===== src/rtl/cmp_pkg.sv =====
package cmp_pkg;
  localparam logic [3:0] MODE_OFF    = 4'b0000;
  localparam logic [3:0] MODE_SET_HI = 4'b1000;
  localparam logic [3:0] MODE_SET_LO = 4'b1001;
  localparam logic [3:0] MODE_SWI    = 4'b1010;
  localparam logic [3:0] MODE_TRIG   = 4'b1011;

  localparam logic [1:0] SEL_CMP  = 2'd0;
  localparam logic [1:0] SEL_CTRL = 2'd1;
  localparam logic [1:0] SEL_CLR  = 2'd2;

  typedef struct packed {
    logic set_hi;
    logic set_lo;
    logic trig;
  } act_t;
endpackage


===== src/rtl/cmp_regs.sv =====
module cmp_regs import cmp_pkg::*; #(
  parameter int TW = 16,
  parameter int MW = 4
) (
  input  logic          clk_i,
  input  logic          rst_ni,
  input  logic          wr_en_i,
  input  logic [1:0]    wr_sel_i,
  input  logic [TW-1:0] wr_data_i,
  input  logic          evt_i,
  output logic [TW-1:0] cmp_o,
  output logic [MW-1:0] mode_o,
  output logic          ctrl_zero_o,
  output logic          irq_o
);
  logic irq_clr;

  assign irq_clr     = wr_en_i && wr_sel_i == SEL_CLR && wr_data_i[0];
  assign ctrl_zero_o = wr_en_i && wr_sel_i == SEL_CTRL && wr_data_i[MW-1:0] == '0;

  always_ff @(posedge clk_i or negedge rst_ni) begin
    if (!rst_ni) begin
      cmp_o  <= '0;
      mode_o <= MODE_OFF;
    end else if (wr_en_i) begin
      if (wr_sel_i == SEL_CMP)  cmp_o  <= wr_data_i;
      if (wr_sel_i == SEL_CTRL) mode_o <= wr_data_i[MW-1:0];
    end
  end

  // set has priority over clear
  always_ff @(posedge clk_i or negedge rst_ni) begin
    if (!rst_ni)      irq_o <= 1'b0;
    else if (evt_i)   irq_o <= 1'b1;
    else if (irq_clr) irq_o <= 1'b0;
  end


  irq_sticky_chk: assert property (@(posedge clk_i) disable iff (!rst_ni)
    irq_o && !irq_clr |=> irq_o);

  irq_set_chk: assert property (@(posedge clk_i) disable iff (!rst_ni)
    evt_i |=> irq_o);
endmodule


===== src/rtl/cmp_detect.sv =====
module cmp_detect import cmp_pkg::*; #(
  parameter int TW = 16,
  parameter int MW = 4
) (
  input  logic          clk_i,
  input  logic          rst_ni,
  input  logic [TW-1:0] timer_i,
  input  logic [TW-1:0] cmp_i,
  input  logic [MW-1:0] mode_i,
  output logic          evt_o,
  output act_t          act_o
);
  logic active, match_now, match_d;

  assign active    = mode_i inside {MODE_SET_HI, MODE_SET_LO, MODE_SWI, MODE_TRIG};
  assign match_now = active && timer_i == cmp_i;
  assign evt_o     = match_now && !match_d;

  always_comb begin
    act_o        = '0;
    act_o.set_hi = evt_o && mode_i == MODE_SET_HI;
    act_o.set_lo = evt_o && mode_i == MODE_SET_LO;
    act_o.trig   = evt_o && mode_i == MODE_TRIG;
  end

  always_ff @(posedge clk_i or negedge rst_ni) begin
    if (!rst_ni) match_d <= 1'b0;
    else         match_d <= match_now;
  end


  one_evt_chk: assert property (@(posedge clk_i) disable iff (!rst_ni)
    evt_o |=> !evt_o);

  off_mode_chk: assert property (@(posedge clk_i) disable iff (!rst_ni)
    !active |-> !evt_o);
endmodule


===== src/rtl/cmp_action.sv =====
module cmp_action import cmp_pkg::*; (
  input  logic clk_i,
  input  logic rst_ni,
  input  act_t act_i,
  input  logic ctrl_zero_i,
  input  logic adc_en_i,
  output logic pin_o,
  output logic timer_clr_o,
  output logic conv_start_o
);
  always_ff @(posedge clk_i or negedge rst_ni) begin
    if (!rst_ni)          pin_o <= 1'b0;
    else if (ctrl_zero_i) pin_o <= 1'b0;
    else if (act_i.set_hi) pin_o <= 1'b1;
    else if (act_i.set_lo) pin_o <= 1'b0;
  end

  always_ff @(posedge clk_i or negedge rst_ni) begin
    if (!rst_ni) begin
      timer_clr_o  <= 1'b0;
      conv_start_o <= 1'b0;
    end else begin
      timer_clr_o  <= act_i.trig;
      conv_start_o <= act_i.trig && adc_en_i;
    end
  end


  clr_pulse_chk: assert property (@(posedge clk_i) disable iff (!rst_ni)
    timer_clr_o |=> !timer_clr_o);

  conv_with_clr_chk: assert property (@(posedge clk_i) disable iff (!rst_ni)
    conv_start_o |-> timer_clr_o);

  pin_hold_chk: assert property (@(posedge clk_i) disable iff (!rst_ni)
    !act_i.set_hi && !act_i.set_lo && !ctrl_zero_i |=> $stable(pin_o));

  pin_zero_chk: assert property (@(posedge clk_i) disable iff (!rst_ni)
    ctrl_zero_i |=> !pin_o);
endmodule


===== src/rtl/cmp_match_unit.sv =====
module cmp_match_unit import cmp_pkg::*; #(
  parameter int TW = 16,
  parameter int MW = 4
) (
  input  logic          clk_i,
  input  logic          rst_ni,
  input  logic          wr_en_i,
  input  logic [1:0]    wr_sel_i,
  input  logic [TW-1:0] wr_data_i,
  input  logic [TW-1:0] timer_i,
  input  logic          adc_en_i,
  input  logic          tris_i,
  output logic          timer_clr_o,
  output logic          conv_start_o,
  output logic          irq_o,
  output logic          pin_oe_o,
  output logic          pin_o
);
  logic [TW-1:0] cmp_q;
  logic [MW-1:0] mode_q;
  logic          ctrl_zero, evt;
  act_t          act;

  cmp_regs #(.TW(TW), .MW(MW)) i_regs (
    .clk_i, .rst_ni, .wr_en_i, .wr_sel_i, .wr_data_i,
    .evt_i(evt), .cmp_o(cmp_q), .mode_o(mode_q),
    .ctrl_zero_o(ctrl_zero), .irq_o
  );

  cmp_detect #(.TW(TW), .MW(MW)) i_detect (
    .clk_i, .rst_ni, .timer_i, .cmp_i(cmp_q), .mode_i(mode_q),
    .evt_o(evt), .act_o(act)
  );

  cmp_action i_action (
    .clk_i, .rst_ni, .act_i(act), .ctrl_zero_i(ctrl_zero), .adc_en_i,
    .pin_o, .timer_clr_o, .conv_start_o
  );

  assign pin_oe_o = !tris_i;


  set_hi_chk: assert property (@(posedge clk_i) disable iff (!rst_ni)
    evt && mode_q == MODE_SET_HI && !ctrl_zero |=> pin_o);

  set_lo_chk: assert property (@(posedge clk_i) disable iff (!rst_ni)
    evt && mode_q == MODE_SET_LO |=> !pin_o);
endmodule


===== config.mk =====
export PLATFORM = sky130hd
export DESIGN_NAME = cmp_match_unit
export DESIGN_NICKNAME = d
export VERILOG_FILES = /design/src/rtl/cmp_pkg.sv /design/src/rtl/cmp_regs.sv /design/src/rtl/cmp_detect.sv /design/src/rtl/cmp_action.sv /design/src/rtl/cmp_match_unit.sv
export SDC_FILE = /design/constraint.sdc
export NUM_CORES = 1
export LEC_CHECK = 0
export CAP_MARGIN = 25
export CORE_MARGIN = 2
export CORE_UTILIZATION = 38
export CTS_CLUSTER_DIAMETER = 40
export DETAILED_ROUTE_END_ITERATION = 12
export GPL_TIMING_DRIVEN = 1
export PLACE_DENSITY = 0.82
export SYNTH_ARGS = -nofsm -noshare
export SYNTH_HDL_FRONTEND = slang
export SYNTH_SLANG_ARGS = --single-unit
export TNS_END_PERCENT = 10

===== constraint.sdc =====
create_clock -name clk_i -period 1.6 [get_ports clk_i]
set_input_delay 0.32 -clock clk_i [delete_from_list [all_inputs] [get_ports clk_i]]
set_output_delay 0.32 -clock clk_i [all_outputs]
set_load 0.03 [all_outputs]

==> results.py <==
metrics = {
    "timing": {
        "rsz0062_at_grt": "yes",
        "setup_ws_ns": -0.286,
        "slew-limit-headroom_pct": 77.6,
        "max_freq_mhz": 530,
        "fin_worst_skew_ns": 0.00201,
        "tightest_slew_ns": 0.336,
        "final-setup-viol-count": 4,
        "min_period_ns": 1.89,
        "hold_viol_final": 0,
        "slew_viol_final": 0,
        "finalCritPeriodShare_pct": 118,
    },
    "cells_and_area": {
        "diodes": 0,
        "syn2layout_area_growth_pct": 54.8,
        "drive_gt1_share_pct": 30.8,
        "final_nets": 183,
        "fin_cells": 174,
    },
    "global_routing": {
        "track_usage_pct": 17.1,
        "grt_pass1_wl_mm": 4.42,
        "overflow": 0,
        "antenna_found_initial": 0,
        "grt_pass1_vias": 1022,
        "grt_max_degree": 26,
    },
    "die": {
        "die-area_sq_um": 3450,
        "row_count": 19,
        "ios": 44,
        "die_x_microns": 58.7,
        "start_util_pct": 40.6,
        "die_h_microns": 58.7,
        "coreArea_sq_um": 2810,
    },
    "synthesis": {
        "synth_nets": 123,
        "yosysTopAreaCellShare_pct": 54.9,
        "ys_top_cells_by_area": "dfrtp_1 (55%), mux2_2 (20%), xor2_1 (6.2%)",
        "synth-seq-cells": 25,
        "ys_seq_area_share_pct": 54.9,
        "yosysWarnings": 0,
        "syn_inst": 84,
        "yosysUniqueCellTypes": 23,
        "netlist_area_sq_um": 1140,
        "syn_avg_cell_area_sq_um": 13.6,
        "yosys.area.top_type": "dfrtp_1",
    },
    "min_path": {
        "hold_class": "in -> async",
    },
    "critical_path": {
        "reg2reg_depth": 6,
        "arrival_ns": 2.16,
        "crit_path_cell_trace": "clkdlybuf4s50_1, xor2_1, nor4_2, o2111ai_2, nor4_1, buf_4, and4_1",
        "start_kind": "input port",
        "critPathCaptureType": "flop",
        "crit_path_top_delay_cell": "clkdlybuf4s50_1",
        "max_stage_delay_ns": 0.43,
        "required_ns": 1.87,
        "ff2ff_setup_slack_ns": -0.27,
        "path_max_fanout": 3,
        "path_class": "in -> reg",
    },
    "clock_tree": {
        "cts_tree": "yes",
        "cts-hold-fix-buffers": 0,
        "clk_path_buf_depth": 2,
        "cts.sinks": 25,
        "cts_buffers": 3,
        "cts_setup_buffers": 0,
        "worstSkewPairLatency_ns": 0.32,
        "clockRootBuffer": "clkbuf_4",
        "htree_levels": 1,
        "clkTransAtPathRegs_ns": 0.14,
    },
    "route": {
        "viasPerCell": 5.20,
        "num_vias": 905,
        "drt_iter0_drc": 5,
        "drc": 3,
        "drt_pass1_iterations": 7,
        "wl_per_cell_microns": 15.0,
        "ant_nets": 0,
        "wl_mm": 2.61,
    },
    "run": {
        "maxCapViolCount": 0,
    },
    "place": {
        "gp_congestion": 0.807,
        "portBuffers": 43,
        "hpwl_mm": 2.10,
        "placedCellCount": 170,
    },
    "power": {
        "p_total_mw": 1.45,
        "peakVddDrop_mv": 0.471,
        "p_leak_nw": 0.767,
        "powerDensity_nw_per_um2": 823,
    },
    "status": {
        "violations": "DRC, setup timing",
        "status": "complete, but fails checks",
    },
}
[registers in the layout (all words and copies together) (netlist names)]
register,cells
i_action.conv_start_o,1
i_action.pin_o,1
i_action.timer_clr_o,1
i_detect.match_d,1
i_regs.cmp_o,16
i_regs.irq_o,1
i_regs.mode_o,4
[cell families (layout without fill, tap and decap cells)]
family	after synthesis	in the layout	share of synthesized area, %
xor gates and xnor gates	15	15	11.5
muxes	20	20	19.8
and+or+nand+nor	15	15	9.01
DFF	25	25	54.9
AOI/OAI and AO/OA	5	5	3.30
buffers and inverters	4	63	1.43
[layout make-up]
type	count	area, sq um
Timing Repair Buffer	56	534
Clock inverter	1	5.00
Fill cell	216	1040
Tap cell	31	38.8
Clock buffer	3	22.5
Inverter	3	11.3
Multi-Input combinational cell	55	526
Sequential cell	25	626
[layer usage]
layer | up-vias | share of wire [%] | wire length (microns) | global-route usage, %
li1 | 419 | - | - | -
met1 | 451 | 35 | 927 | 18.3
met2 | 31 | 56 | 1460 | 32.1
met3 | 4 | 7.7 | 201 | 5.71
met4 | 0 | 0.88 | 23 | 3.90
met5 | - | 0 | 0 | 0
[critical path: cells and delay by family]
family,cells,cell delay (ns)
compound gates,1,0.19
xor+xnor,1,0.18
simple gates,3,0.85
buf+inv,2,0.61
[through the flow]
step | hold slack, ns | cell area (sq um) | setup slack, ns | setup TNS [ns] | utilization, %
after floorplan | 0.0244 | 1140 | -0.0657 | -0.0771 | -
after global placement | 0.468 | 1710 | -0.794 | -4.04 | 61.0
after detailed placement | 0.479 | 1710 | -0.762 | -4.61 | 61.0
after CTS | 0.343 | 1740 | -0.223 | -0.620 | 62.2
after global routing | 0.353 | 1760 | -0.411 | -1.42 | 62.8
final | 0.339 | 1760 | -0.286 | -0.989 | 62.8
[cell usage after synthesis]
| cell | n |
|---|---|
| nand3_1 | 1 |
| a2111oi_0 | 1 |
| nor2_1 | 1 |
| xnor2_1 | 7 |
| o2111ai_1 | 1 |
| and4_1 | 1 |
| nor3_1 | 2 |
| or4_1 | 2 |
| nand4b_1 | 1 |
| mux2_2 | 20 |
| nand3b_1 | 1 |
| dfrtp_1 | 25 |
| nand4_1 | 1 |
| or3_1 | 1 |
| inv_1 | 3 |
| and3_1 | 1 |
| nor4_1 | 2 |
| a21oi_1 | 1 |
| buf_2 | 1 |
| o31ai_1 | 1 |
| a21o_1 | 1 |
| xor2_1 | 8 |
| nor3b_2 | 1 |
[repair_timing]
action | 4_1_cts | 5_1_grt
pin swaps | 2 | 8
gates resized for setup | 8 | 4
endpoints found under the setup margin | 9 | 5
hold endpoints to repair | 0 | 0
[worst paths after layout]
| kind | startpoint | endpoint |
|---|---|---|
| worst max-delay path | timer_i[14] | i_action.conv_start_o$_DFF_PN0_ |
| worst min register to register | i_regs.irq_o$_DFFE_PN0P_ | i_regs.irq_o$_DFFE_PN0P_ |
| max in group asynchronous | rst_ni | i_regs.mode_o[0]$_DFFE_PN0P_ |
| worst max register to register | i_regs.cmp_o[6]$_DFFE_PN0P_ | i_action.conv_start_o$_DFF_PN0_ |
| min in group clk_i | i_regs.irq_o$_DFFE_PN0P_ | i_regs.irq_o$_DFFE_PN0P_ |
| worst min-delay path | rst_ni | i_regs.cmp_o[15]$_DFFE_PN0P_ |
[report_power, final]
part	total, mW	leakage (nW)	switching (mW)	internal (mW)
clock network	0.285	0.0177	0.191	0.0937
logic	0.368	0.443	0.126	0.242
registers	0.799	0.307	0.0713	0.727
[placed cells by master (no fill, tap or decap), types with 2 or more instances in the layout]
cell type	instances
dfrtp_1	25
clkdlybuf4s50_1	36
buf_4	13
mux2_2	20
or4_1	2
dlygate4sd2_1	5
inv_1	3
clkbuf_4	3
xor2_1	8
xnor2_1	7
Power figures use the tool's default switching activity.
